**config.mk**
```make
export PLATFORM = sky130hd
export DESIGN_NAME = dram_refresh_sched
export DESIGN_NICKNAME = d
export VERILOG_FILES = /design/src/rtl/dram_ref_pkg.sv /design/src/rtl/dram_ref_timer.sv /design/src/rtl/dram_ref_pending.sv /design/src/rtl/dram_ref_row.sv /design/src/rtl/dram_ref_seq.sv /design/src/rtl/dram_refresh_sched.sv
export SDC_FILE = /design/constraint.sdc
export NUM_CORES = 1
export LEC_CHECK = 0
export BUFFER_PORTS_ARGS = -buffer_cell sky130_fd_sc_hd__buf_2
export CAP_MARGIN = 10
export CORE_MARGIN = 1.5
export CORE_UTILIZATION = 45
export DETAILED_ROUTE_END_ITERATION = 10
export GPL_TIMING_DRIVEN = 0
export PLACE_DENSITY_LB_ADDON = 0.12
export SLEW_MARGIN = 20
export SYNTH_ARGS = -nofsm -noshare
export SYNTH_HDL_FRONTEND = slang
export SYNTH_HIERARCHICAL = 1
export SYNTH_SLANG_ARGS = --single-unit
```
**constraint.sdc**
```tcl
create_clock -name clk -period 2.1 [get_ports clk]
set_input_delay 0.525 -clock clk [delete_from_list [all_inputs] [get_ports clk]]
set_output_delay 0.525 -clock clk [all_outputs]
set_load 0.1 [all_outputs]
```
**src/rtl/dram_ref_pkg.sv**
```systemverilog
package dram_ref_pkg;
  typedef enum logic [2:0] {
    ST_PWR  = 3'd0,
    ST_IDLE = 3'd1,
    ST_PRE  = 3'd2,
    ST_CAS  = 3'd3,
    ST_ACT  = 3'd4
  } ref_state_e;
endpackage

```
**src/rtl/dram_ref_timer.sv**
```systemverilog
module dram_ref_timer #(
  parameter int PWRUP_CYC = 12500,
  parameter int REF_INT   = 1950
) (
  input  logic clk,
  input  logic rst_n,
  input  logic run,
  output logic pwr_done,
  output logic tick
);
  localparam int PW = $clog2(PWRUP_CYC + 1);
  localparam int IW = $clog2(REF_INT + 1);

  logic [PW-1:0] pwr_cnt_q, pwr_cnt_d;
  logic          pwr_done_q, pwr_done_d;
  logic [IW-1:0] int_cnt_q, int_cnt_d;
  logic          tick_q, tick_d;

  // power-up settle counter, stops once done
  always_comb begin
    pwr_cnt_d  = pwr_cnt_q;
    pwr_done_d = pwr_done_q;
    if (!pwr_done_q) begin
      if (pwr_cnt_q == PW'(PWRUP_CYC - 1)) pwr_done_d = 1'b1;
      else                                 pwr_cnt_d  = pwr_cnt_q + 1'b1;
    end
  end

  // distributed refresh interval, only while run is high
  always_comb begin
    int_cnt_d = int_cnt_q;
    tick_d    = 1'b0;
    if (run) begin
      if (int_cnt_q == IW'(REF_INT - 1)) begin
        int_cnt_d = '0;
        tick_d    = 1'b1;
      end else begin
        int_cnt_d = int_cnt_q + 1'b1;
      end
    end
  end

  always_ff @(posedge clk or negedge rst_n) begin
    if (!rst_n) begin
      pwr_cnt_q  <= '0;
      pwr_done_q <= 1'b0;
      int_cnt_q  <= '0;
      tick_q     <= 1'b0;
    end else begin
      pwr_cnt_q  <= pwr_cnt_d;
      pwr_done_q <= pwr_done_d;
      int_cnt_q  <= int_cnt_d;
      tick_q     <= tick_d;
    end
  end

  assign pwr_done = pwr_done_q;
  assign tick     = tick_q;

  // no due refresh is flagged before the scheduler is running
  a_r6_tick_only_running: assert property (@(posedge clk) disable iff (!rst_n)
    tick |-> $past(run));
endmodule

```
**src/rtl/dram_ref_pending.sv**
```systemverilog
module dram_ref_pending #(
  parameter int PEND_MAX = 4
) (
  input  logic clk,
  input  logic rst_n,
  input  logic inc,
  input  logic dec,
  output logic nonzero,
  output logic more
);
  localparam int W = $clog2(PEND_MAX + 1);

  logic [W-1:0] cnt_q, cnt_d;

  always_comb begin
    cnt_d = cnt_q;
    case ({inc, dec})
      2'b10:   if (cnt_q != W'(PEND_MAX)) cnt_d = cnt_q + 1'b1;
      2'b01:   if (cnt_q != '0)           cnt_d = cnt_q - 1'b1;
      default: cnt_d = cnt_q;
    endcase
  end

  always_ff @(posedge clk or negedge rst_n) begin
    if (!rst_n) cnt_q <= '0;
    else        cnt_q <= cnt_d;
  end

  assign nonzero = (cnt_q != '0);
  assign more    = (cnt_q > W'(1));

  // backlog never passes its ceiling
  a_r7_backlog_bounded: assert property (@(posedge clk) disable iff (!rst_n)
    cnt_q <= W'(PEND_MAX));
  // a full backlog stays full when another refresh falls due
  a_r7_backlog_saturates: assert property (@(posedge clk) disable iff (!rst_n)
    (inc && !dec && cnt_q == W'(PEND_MAX)) |=> cnt_q == W'(PEND_MAX));
endmodule

```
**src/rtl/dram_ref_row.sv**
```systemverilog
module dram_ref_row #(
  parameter int ROW_W = 8
) (
  input  logic             clk,
  input  logic             rst_n,
  input  logic             step,
  output logic [ROW_W-1:0] row
);
  logic [ROW_W-1:0] row_q, row_d;

  always_comb begin
    row_d = row_q;
    if (step) row_d = row_q + 1'b1;
  end

  always_ff @(posedge clk or negedge rst_n) begin
    if (!rst_n) row_q <= '0;
    else        row_q <= row_d;
  end

  assign row = row_q;

  // row advances by one per refresh, wrapping at the top
  a_r4_row_steps: assert property (@(posedge clk) disable iff (!rst_n)
    step |=> row_q == ROW_W'($past(row_q) + 1'b1));
  a_r4_row_holds: assert property (@(posedge clk) disable iff (!rst_n)
    !step |=> $stable(row_q));
endmodule

```
**src/rtl/dram_ref_seq.sv**
```systemverilog
module dram_ref_seq
  import dram_ref_pkg::*;
#(
  parameter int INIT_REFS = 8,
  parameter int T_RP      = 5,
  parameter int T_CSR     = 2,
  parameter int T_RAS     = 8,
  parameter int RAS_ONLY  = 0
) (
  input  logic clk,
  input  logic rst_n,
  input  logic pwr_done,
  input  logic pend_nz,
  input  logic pend_more,
  input  logic gnt,
  output logic ready,
  output logic own,
  output logic act_done,
  output logic ras_n,
  output logic cas_n
);
  localparam int MAXT = (T_RP > T_RAS) ? ((T_RP > T_CSR) ? T_RP : T_CSR)
                                       : ((T_RAS > T_CSR) ? T_RAS : T_CSR);
  localparam int CW = $clog2(MAXT + 1);
  localparam int IW = $clog2(INIT_REFS + 1);

  ref_state_e    state_q, state_d;
  logic [CW-1:0] cnt_q, cnt_d;
  logic [IW-1:0] init_q, init_d;
  logic          ready_q, ready_d;
  logic          done_c;

  always_comb begin
    state_d = state_q;
    cnt_d   = cnt_q;
    init_d  = init_q;
    ready_d = ready_q;
    done_c  = 1'b0;
    case (state_q)
      ST_PWR: begin
        if (pwr_done) begin
          state_d = ST_PRE;
          cnt_d   = '0;
        end
      end
      ST_IDLE: begin
        if (pend_nz && gnt) begin
          state_d = ST_PRE;
          cnt_d   = '0;
        end
      end
      ST_PRE: begin
        if (cnt_q == CW'(T_RP - 1)) begin
          cnt_d   = '0;
          state_d = (RAS_ONLY != 0) ? ST_ACT : ST_CAS;
        end else begin
          cnt_d = cnt_q + 1'b1;
        end
      end
      ST_CAS: begin
        if (cnt_q == CW'(T_CSR - 1)) begin
          cnt_d   = '0;
          state_d = ST_ACT;
        end else begin
          cnt_d = cnt_q + 1'b1;
        end
      end
      ST_ACT: begin
        if (cnt_q == CW'(T_RAS - 1)) begin
          cnt_d  = '0;
          done_c = 1'b1;
          if (!ready_q) begin
            if (init_q == IW'(INIT_REFS - 1)) begin
              ready_d = 1'b1;
              state_d = ST_IDLE;
            end else begin
              init_d  = init_q + 1'b1;
              state_d = ST_PRE;
            end
          end else begin
            state_d = pend_more ? ST_PRE : ST_IDLE;
          end
        end else begin
          cnt_d = cnt_q + 1'b1;
        end
      end
      default: state_d = ST_PWR;
    endcase
  end

  always_ff @(posedge clk or negedge rst_n) begin
    if (!rst_n) begin
      state_q <= ST_PWR;
      cnt_q   <= '0;
      init_q  <= '0;
      ready_q <= 1'b0;
    end else begin
      state_q <= state_d;
      cnt_q   <= cnt_d;
      init_q  <= init_d;
      ready_q <= ready_d;
    end
  end

  assign ready    = ready_q;
  assign act_done = done_c;
  assign own      = (state_q == ST_PRE) || (state_q == ST_CAS) || (state_q == ST_ACT);
  assign ras_n    = (state_q != ST_ACT);
  assign cas_n    = !((RAS_ONLY == 0) && ((state_q == ST_CAS) || (state_q == ST_ACT)));

  // ready never precedes the end of the power-up wait
  a_r1_ready_after_settle: assert property (@(posedge clk) disable iff (!rst_n)
    ready_q |-> pwr_done);
  // once raised, ready stays
  a_r2_ready_sticky: assert property (@(posedge clk) disable iff (!rst_n)
    $past(ready_q) |-> ready_q);
  // leaving idle for a refresh requires the grant
  a_r8_start_needs_grant: assert property (@(posedge clk) disable iff (!rst_n)
    (state_q == ST_PRE && $past(state_q) == ST_IDLE) |-> $past(gnt));
  // in strobe-order mode the row strobe never falls with the column strobe high
  a_r3_cas_leads_ras: assert property (@(posedge clk) disable iff (!rst_n)
    (RAS_ONLY == 0 && $fell(ras_n)) |-> $past(!cas_n));
endmodule

```
**src/rtl/dram_refresh_sched.sv**
```systemverilog
module dram_refresh_sched #(
  parameter int PWRUP_CYC   = 12500,
  parameter int INIT_REFS   = 8,
  parameter int LOW_POWER   = 0,
  parameter int REF_INT_STD = 1950,
  parameter int REF_INT_LP  = 15625,
  parameter int RAS_ONLY    = 0,
  parameter int PEND_MAX    = 4,
  parameter int T_RP        = 5,
  parameter int T_CSR       = 2,
  parameter int T_RAS       = 8,
  parameter int ROW_W       = 8
) (
  input  logic             clk,
  input  logic             rst_n,
  input  logic             ref_gnt,
  output logic             ready,
  output logic             ref_req,
  output logic             ref_own,
  output logic             ras_n,
  output logic             cas_n,
  output logic [ROW_W-1:0] row_addr
);
  localparam int REF_INT = (LOW_POWER != 0) ? REF_INT_LP : REF_INT_STD;
  localparam int HW      = $clog2(T_RP + 1);
  localparam int LW      = $clog2(T_RAS + 2);

  // reset: asserted asynchronously, released on the clock
  logic [1:0] rst_sync_q;
  logic       rst_int_n;

  always_ff @(posedge clk or negedge rst_n) begin
    if (!rst_n) rst_sync_q <= 2'b00;
    else        rst_sync_q <= {rst_sync_q[0], 1'b1};
  end
  assign rst_int_n = rst_sync_q[1];

  logic             pwr_done, tick, pend_nz, pend_more, act_done, rdy, own;
  logic [ROW_W-1:0] row;

  dram_ref_timer #(
    .PWRUP_CYC (PWRUP_CYC),
    .REF_INT   (REF_INT)
  ) u_timer (
    .clk      (clk),
    .rst_n    (rst_int_n),
    .run      (rdy),
    .pwr_done (pwr_done),
    .tick     (tick)
  );

  dram_ref_pending #(
    .PEND_MAX (PEND_MAX)
  ) u_pend (
    .clk     (clk),
    .rst_n   (rst_int_n),
    .inc     (tick),
    .dec     (act_done && rdy),
    .nonzero (pend_nz),
    .more    (pend_more)
  );

  dram_ref_row #(
    .ROW_W (ROW_W)
  ) u_row (
    .clk   (clk),
    .rst_n (rst_int_n),
    .step  (act_done),
    .row   (row)
  );

  dram_ref_seq #(
    .INIT_REFS (INIT_REFS),
    .T_RP      (T_RP),
    .T_CSR     (T_CSR),
    .T_RAS     (T_RAS),
    .RAS_ONLY  (RAS_ONLY)
  ) u_seq (
    .clk       (clk),
    .rst_n     (rst_int_n),
    .pwr_done  (pwr_done),
    .pend_nz   (pend_nz),
    .pend_more (pend_more),
    .gnt       (ref_gnt),
    .ready     (rdy),
    .own       (own),
    .act_done  (act_done),
    .ras_n     (ras_n),
    .cas_n     (cas_n)
  );

  assign ready    = rdy;
  assign ref_own  = own;
  assign ref_req  = rdy && (pend_nz || own);
  assign row_addr = (RAS_ONLY != 0) ? row : '0;

  // strobe run-length counters used only by the timing checks below
  logic [HW-1:0] hi_q, hi_d;
  logic [LW-1:0] lo_q, lo_d;

  always_comb begin
    hi_d = ras_n ? ((hi_q == HW'(T_RP)) ? hi_q : hi_q + 1'b1) : '0;
    lo_d = ras_n ? '0 : ((lo_q == LW'(T_RAS + 1)) ? lo_q : lo_q + 1'b1);
  end

  always_ff @(posedge clk or negedge rst_int_n) begin
    if (!rst_int_n) begin
      hi_q <= HW'(T_RP);
      lo_q <= '0;
    end else begin
      hi_q <= hi_d;
      lo_q <= lo_d;
    end
  end

  // precharge met before each row strobe fall
  a_r5_precharge_met: assert property (@(posedge clk) disable iff (!rst_int_n)
    $fell(ras_n) |-> hi_q >= HW'(T_RP));
  // row strobe pulse width exact
  a_r5_pulse_width: assert property (@(posedge clk) disable iff (!rst_int_n)
    $rose(ras_n) |-> lo_q == LW'(T_RAS));
  // request is silent until ready
  a_r9_no_req_before_ready: assert property (@(posedge clk) disable iff (!rst_int_n)
    !ready |-> !ref_req);
endmodule

```
* Word-level counts from Yosys, hierarchy flattened *
Index checks and enable logic that the tools add are counted.

word-level totals
  register bits after elaboration = 44
  bits of input ports = 3
  output and inout port bits = 13
  logic and storage cells = 87

cells by class
  $add $sub $neg = 6
  magnitude comparators = 1
  eq/ne operators = 21
  multiplexer cells = 27
  bitwise gates (word level) = 4
  reductions and logical operators = 18

operators by type and width
  cell                   number
  $mux 3                 8
  $mux 4                 5
  $pmux 4 s5             1
  $pmux 3 s5             1
  $add 14x1->14 const B  1
  $eq 14x14->1 const B   1
  $eq 4x3->1 const B     3
  $add 11x1->11 const B  1
  $eq 11x11->1 const B   1
  $mux 11                1
  $ne 2x1->1 const B     5
  $add 4x1->4 const B    2
  $mux 1                 8
  $eq 3x2->1 const B     2
  $ne 3x3->1 const B     2
  $pmux 3 s2             1
  $reduce_and 3->1       2
  $reduce_and 5->1       1
  $reduce_bool 5->1      1
  $eq 4x1->1 const B     1
  $logic_or 1x1->1       4
  $mux 2                 2
  $ne 2x2->1 const B     2
  $not 1->1              4
  other kinds (14)       17

* Longest topological paths before layout *
Gate-level depths: netlist of run 1.

  word-level depth = 7
  gate-level depth with buffers = 8
  depth with buffers taken out = 8

* Hierarchy *
Netlist of run 1, hierarchy kept.

by module, submodules not included
  module              instances  cells an instance  area each (um^2)  sequential area each (um^2)
  dram_ref_timer      1          117                1310.0            675.6
  dram_ref_seq        1          68                 728.2             300.3
  dram_ref_pending    1          29                 275.3             75.1
  dram_refresh_sched  1          14                 131.4             50.0

* Worst setup path before layout of run 1 *
OpenSTA, ideal clock, no wires.

  path type = register to output
  start point = register u_seq.state_q[1]
  end point = output cas_n
  arrival time = 2.165 ns
  path slack = -0.590 ns
  stages on the path, launching flop included = 3
  path through = dfrtp_1 > and2b_1 > a21oi_1

on the way
  cells in the longest elaborated chain, start to end = 3
  elaborated cells on any way between the ends = 4

RTL lines
  item                                             RTL line                  source
  from (decl)                                      dram_ref_seq.sv:27        ref_state_e state_q, state_d;
  from (signal assigned)                           dram_ref_seq.sv:98        state_q <= state_d;
  $eq 3x2->1 / $eq 3x3->1 (equally long branches)  dram_ref_seq.sv:109       assign cas_n = !((RAS_ONLY == 0) && ((state_q == ST_CAS) || (state_q == ST_ACT)));
  $logic_or 1x1->1 (*)                             dram_ref_seq.sv:109
  $logic_not 1->1 (*)                              dram_ref_seq.sv:109
  to (decl)                                        dram_refresh_sched.sv:21  output logic cas_n,

Every way passes the cells marked *; elsewhere a longest branch is shown, timed or not.

* Worst setup path after layout of run 1 *
  start point = register u_seq.state_q[1]
  end point = output ref_req

on the way
  cells in the longest elaborated chain, start to end = 5
  elaborated cells on any way between the ends = 7

RTL lines
  item                   RTL line                  source
  $eq 3x2->1             dram_ref_seq.sv:107       assign own = (state_q == ST_PRE) || (state_q == ST_CAS) || (state_q == ST_ACT);
  $logic_or 1x1->1       dram_ref_seq.sv:107
  $logic_or 1x1->1 (*)   dram_ref_seq.sv:107
  $logic_or 1x1->1 (*)   dram_refresh_sched.sv:94  assign ref_req = rdy && (pend_nz || own);
  $logic_and 1x1->1 (*)  dram_refresh_sched.sv:94
  to (decl)              dram_refresh_sched.sv:18  output logic ref_req,

Marks and branches as above.

==> results of run 1 <==
==> power by group through the flow <==
stage	combinational, uW	sequential, uW	clock [uW]
2_1_floorplan	74.1	877	0
3_3_place_gp	76.5	882	0
3_5_place_dp	93.1	871	0
4_1_cts	94.6	854	569
5_1_grt	99.4	855	612
6_report	93.8	853	538
==> timing repair <==
action	CTS	global route
pin swaps	1	4
setup endpoints to repair	5	6
resized for setup	10	9
endpoints found under the hold margin	2	0
setup buffers	6	8
hold buffers	1	0
==> kinds of logic after synthesis <==
| kind of cell | after synthesis | synth area share |
|---|---|---|
| flops | 44 | 0.450 |
| simple gates | 91 | 0.239 |
| fa+ha+maj | 11 | 0.0563 |
| other cells | 2 | 0.00307 |
| buf+inv | 21 | 0.0491 |
| compound gates | 29 | 0.0901 |
| mux | 6 | 0.0261 |
| xor+xnor | 24 | 0.0860 |
==> final timing paths <==
check | endpoint
setup / recovery | ref_req
hold / removal | u_seq/cnt_q[1]
setup reg to reg | u_seq/init_q[1]
hold reg to reg | u_seq/cnt_q[1]
max in group asynchronous | rst_sync_q[1]
min in group clk | rst_sync_q[1]
==> layout by cell type, fill, tap and decap left out, types with 2 or more instances in the layout <==
cell type | netlist | layout
a21o_1 | 3 | 3
a21oi_1 | 3 | 2
a22o_1 | 2 | 2
a32o_1 | 2 | 2
and2_1 | 4 | 3
and3_1 | 3 | 3
and3b_1 | 3 | 3
and4_1 | 2 | 2
buf_12 | 0 | 2
buf_2 | 0 | 3
buf_4 | 9 | 25
buf_6 | 1 | 2
clkbuf_8 | 0 | 6
clkinv_2 | 0 | 2
conb_1 | 2 | 9
dfrtp_1 | 44 | 41
dfrtp_2 | 0 | 3
ha_1 | 11 | 10
inv_1 | 8 | 6
inv_2 | 2 | 3
mux2_1 | 2 | 2
mux2i_1 | 3 | 3
nand2_1 | 10 | 10
nand2b_1 | 5 | 5
nand3_1 | 14 | 14
nand3b_1 | 2 | 2
nand4_1 | 12 | 12
nand4bb_1 | 2 | 2
nor2_1 | 14 | 13
nor2b_1 | 5 | 4
nor4b_2 | 2 | 2
o211ai_1 | 2 | 2
o21ai_0 | 2 | 2
o21ai_1 | 2 | 2
xnor2_1 | 18 | 18
xor2_1 | 6 | 6
==> critical path: stages (launching register included) <==
cell,delay (ns)
dfrtp_2,0.42
and2b_2,0.24
or2_4,0.26
o21a_4,0.20
buf_12,0.16
==> state kept, by name (all words and copies together), names as in the netlist <==
| register | flops |
|---|---|
| rst_sync_q | 2 |
| u_pend/cnt_q | 3 |
| u_seq/cnt_q | 4 |
| u_seq/init_q | 4 |
| u_seq/ready | 1 |
| u_seq/state_q | 3 |
| u_timer/int_cnt_q | 11 |
| u_timer/pwr_cnt_q | 14 |
| u_timer/pwr_done | 1 |
| u_timer/tick | 1 |
==> per-stage QoR <==
stage | setup TNS (ns) | utilization | total power, uW
floorplan | 0 | - | 951
global placement | -0.0646 | 0.507 | 959
detailed placement | -0.0784 | 0.512 | 964
CTS | -0.0501 | 0.546 | 1520
global route | -0.0714 | 0.563 | 1570
finish | 0 | 0.563 | 1480
==> metal layers <==
layer	GRT usage	share of wire	wire length [um]	vias up
met4	0.0500	0.0081	35	0
met1	0.221	0.51	2200	831
li1	-	-	-	873
met3	0.0417	0.024	102	4
met2	0.254	0.46	1970	22
met5	0	0	0	-
==> layout make-up <==
class	count	area (um^2)
Clock inverter	2	10.0
Inverter	10	51.3
Timing Repair Buffer	23	196
Tap cell	70	87.6
Buffer	11	82.6
Sequential cell	44	1100
Clock buffer	6	82.6
Multi-Input combinational cell	170	1290
Fill cell	469	2260
==> reports/metrics.cfg, run 1 <==
[yosys]
synth_edf_count=0
synth_cell_types=59
synth_cells=228
syn-cell-area_mm2=0.00244
yosysTopAreaCellShare=0.450
avgSynthCellArea_um2=10.7
yosysWarnings=6
yosys-top-cells-area=dfrtp_1 45%, xnor2_1 6.4%, ha_1 5.6%, nand4_1 3.1%, nand3_1 2.9%
synth.ff_latch_count=44
ys.flop_type=dfrtp_1
ys_seq_area_frac=0.450
synth_most_common_cell=dfrtp_1
synth_common_cells=44 x dfrtp_1, 18 x xnor2_1, 14 x nand3_1, 14 x nor2_1, 12 x nand4_1
async_reset_ff_frac=1.00
yosysTopAreaCell=dfrtp_1

[global_routing]
grt_max_degree=33
antenna_found_initial=0
grt_pass1_vias=1677
grt.total_usage=0.163
gr-total-overflow=0
grt_pass1_wl_um=7720

[sta]
hold_violations=0
setup_viol=0
finalCritPeriodShare=0.999
grt_setup_unrepaired=true
fmax_ghz=0.477
slew_violations=0
postLayoutSetupSlackWorst_ns=0.00314
hold_slack_ns=0.149
min_period_ns=2.10
fin_skew_ns=0.00588

[outcome]
status=complete, no violations

[clock_network]
clockBufferDepth=2
clkTransAtPathRegs_ns=0.08
cts.sinks=44
clockRootBuffer=clkbuf_8
worstSkewPairLatency_ns=0.29
cts_tree=built
cts_buffers=5
htree_levels=2

[routing]
ant_nets=0
viasPerCell=5.15
avgRoutedWirePerCell_um=12.8
vias=1730
drc=0
totalWireLength_um=4310
drtIter0Drc=52
dr.pass1.iters=4

[power]
p_comb_frac=0.063
ir_drop_v=0.000307
p_per_area_mw_per_mm2=510
p_clk_frac=0.362
internal_power_uw=1130
p_leak_uw=0.00132
sequentialPowerShare=0.575
netSwitchingFraction=0.240
power_switching_uw=357

[floorplan]
dieArea_mm2=0.00588
die_w_um=76.7
core-area_mm2=0.00517
ioPinCount=16
die_h_um=76.7
start_util=0.473
rows=26

[finish]
drive_gt1_frac=0.237
insertedDiodeCount=0
nets=279
fin_cells=336
final_area_mm2=0.00291
syn_to_final_growth_pct=19.0

[setup_path]
r2r_cells=6
reg2reg_slack_ns=0.13
end_kind=output port
required_ns=1.57
cp-start-kind=register
arrival_ns=1.57
startpoint=u_seq/state_q[1]
critPathKind=reg -> out
regToRegStartpoint=u_seq/state_q[1]
worstPathMaxFanout=5

[min_path]
hp-class=reg -> async

[placement]
post_dp_cell_area_mm2=0.00265
io_buffer_count=7
finalWeightedCongestion=0.771
dp_hpwl_um=2980
dp_slack_ns=-0.0485
dpl.cell_count=313

[job]
cap_violations=0

(Power assumes the default switching activity.)
==> run 2: changes to the inputs <==
==> constraint.sdc (replaced) <==
create_clock -name clk -period 2.1 [get_ports clk]
set_input_delay 0.21 -clock clk [delete_from_list [all_inputs] [get_ports clk]]
set_output_delay 0.21 -clock clk [all_outputs]
set_load 0.1 [all_outputs]
==> run 2 against run 1 <==
Routed wire length is 3.5% lower. Critical endpoint is now u_pend/cnt_q[1]. Sequential share of layout area is 1.6 points higher. Critical path type is now reg -> reg. Design area is 4.0% lower. Worst setup slack better by 0.10 ns.
==> reports/metrics.cfg, run 2 (same netlist as run 1, synthesis figures left out) <==
[routing]
dr.pass1.iters=4
avgRoutedWirePerCell_um=12.7
viasPerCell=5.18
vias=1699
ant_nets=0
drc=0
drtIter0Drc=56
totalWireLength_um=4160

[sta]
fin_skew_ns=0.00485
postLayoutSetupSlackWorst_ns=0.107
slew_violations=0
finalCritPeriodShare=0.949
setup_tns_ns=0
fmax_ghz=0.502
setup_viol=0
min_period_ns=1.99
hold_violations=0

[setup_path]
startpoint=u_seq/state_q[0]
path_depth=8
regToRegEndpoint=u_pend/cnt_q[1]
arrival_ns=2.20
regToRegStartpoint=u_seq/state_q[0]
worstPathMaxFanout=10
cp-start-kind=register
cpPeakStageDelay_ns=0.51
crit_chain=buf_6, nor3b_4, inv_4, nor2_4, and2_4, inv_2, or4_1, o211ai_1
slowest_stage=or4_1
critPathBufInv=3
critPathKind=reg -> reg
cp-endpoint=u_pend/cnt_q[1]
end_kind=register
reg2reg_slack_ns=0.11
critPathTopFamily=simple AND/OR/NAND/NOR gates
r2r_cells=8
required_ns=2.31

[finish]
drive_gt1_frac=0.198
multiInputGateArea_mm2=0.00127
regMostFlops=u_timer/pwr_cnt_q
layout_commonest_cell=dfrtp_1
syn_to_final_growth_pct=14.2
layout_common_cells=41 x dfrtp_1, 18 x xnor2_1, 16 x buf_4
insertedDiodeCount=0
largest_register_ffs=14
seqCellArea_mm2=0.00110
nets=271
fin_cells=328
fill_cells=475
top_regs=u_timer/pwr_cnt_q (14), u_timer/int_cnt_q (11)

[power]
p_total_uw=1500
p_leak_uw=0.00126
p_per_area_mw_per_mm2=536
ir_drop_v=0.000244

[placement]
dp_slack_ns=-0.0260
io_buffer_count=7
finalWeightedCongestion=0.776
dpl.cell_count=313
dp_hpwl_um=2940

[global_routing]
gr-total-overflow=0
antenna_found_initial=0
grt_pass1_vias=1634
grt.total_usage=0.159
grt_pass1_wl_um=7500
grt_max_degree=29

[clock_network]
htree_levels=2
cts.sinks=44
clockRootBuffer=clkbuf_8
worstSkewPairLatency_ns=0.29
cts_tree=built
clockBufferDepth=2
cts_buffers=5
clkTransAtPathRegs_ns=0.08

[min_path]
hp-class=reg -> async

[floorplan]
die_h_um=76.7
die_w_um=76.7
dieArea_mm2=0.00588
start_util=0.473
rows=26
core-area_mm2=0.00517
ioPinCount=16

[outcome]
status=complete, no violations

[job]
cap_violations=0

-- run 2: cell types whose count changed in the layout (fill, tap and decap cells not counted), sizes merged --
cell,before,now
buf,32,24
bufinv,1,0
inv,9,10
-- run 2: metrics by stage --
step | util | cell area (um^2) | hold slack, ns
global route | 0.540 | 2790 | 0.215
finish | 0.540 | 2790 | 0.178
global placement | 0.503 | 2600 | -0.00502
floorplan | - | 2480 | -0.0856
detailed placement | 0.507 | 2620 | -0.00382
CTS | 0.528 | 2730 | 0.193
-- run 2: worst min path at each step --
stage                     endpoint  slack [ns]  cells after the start
CTS                 u_seq/cnt_q[1]        0.19                      0
global route         rst_sync_q[1]        0.22                      2
global placement     rst_sync_q[1]      -0.005                      1
floorplan            rst_sync_q[0]       -0.09                      0
detailed placement   rst_sync_q[0]      -0.004                      1
finish              u_seq/cnt_q[1]        0.18                      0
-- run 2: area by class of cell --
cell class	instances	share of cell area
Buffer	11	0.0296
Tap cell	70	0.0314
Clock buffer	6	0.0296
Timing Repair Buffer	15	0.0403
Clock inverter	2	0.00358
Multi-Input combinational cell	170	0.456
Sequential cell	44	0.396
Inverter	10	0.0143
-- run 2: layer usage --
layer | wire, um | up-vias | GRT usage
met1 | 2060 | 804 | 0.217
met3 | 150 | 4 | 0.0393
li1 | - | 864 | -
met2 | 1890 | 27 | 0.248
met4 | 57 | 0 | 0.0556
met5 | 0 | - | 0
-- run 2: power breakdown --
part           switching [uW]  total [uW]  internal, uW
clock network             286         549           263
registers                6.05         854           848
logic                    75.6        92.4          16.7
total                     368        1500          1130
-- run 2: repair_timing --
| item | CTS | global route |
|---|---|---|
| gates resized for setup | 3 | 5 |
| endpoints found under the hold margin | 2 | 0 |
| setup endpoints to repair | 2 | 4 |
| pin swaps | 0 | 2 |
| setup buffers | 0 | 6 |
| hold buffers | 1 | 0 |
| cloned | 0 | 0 |
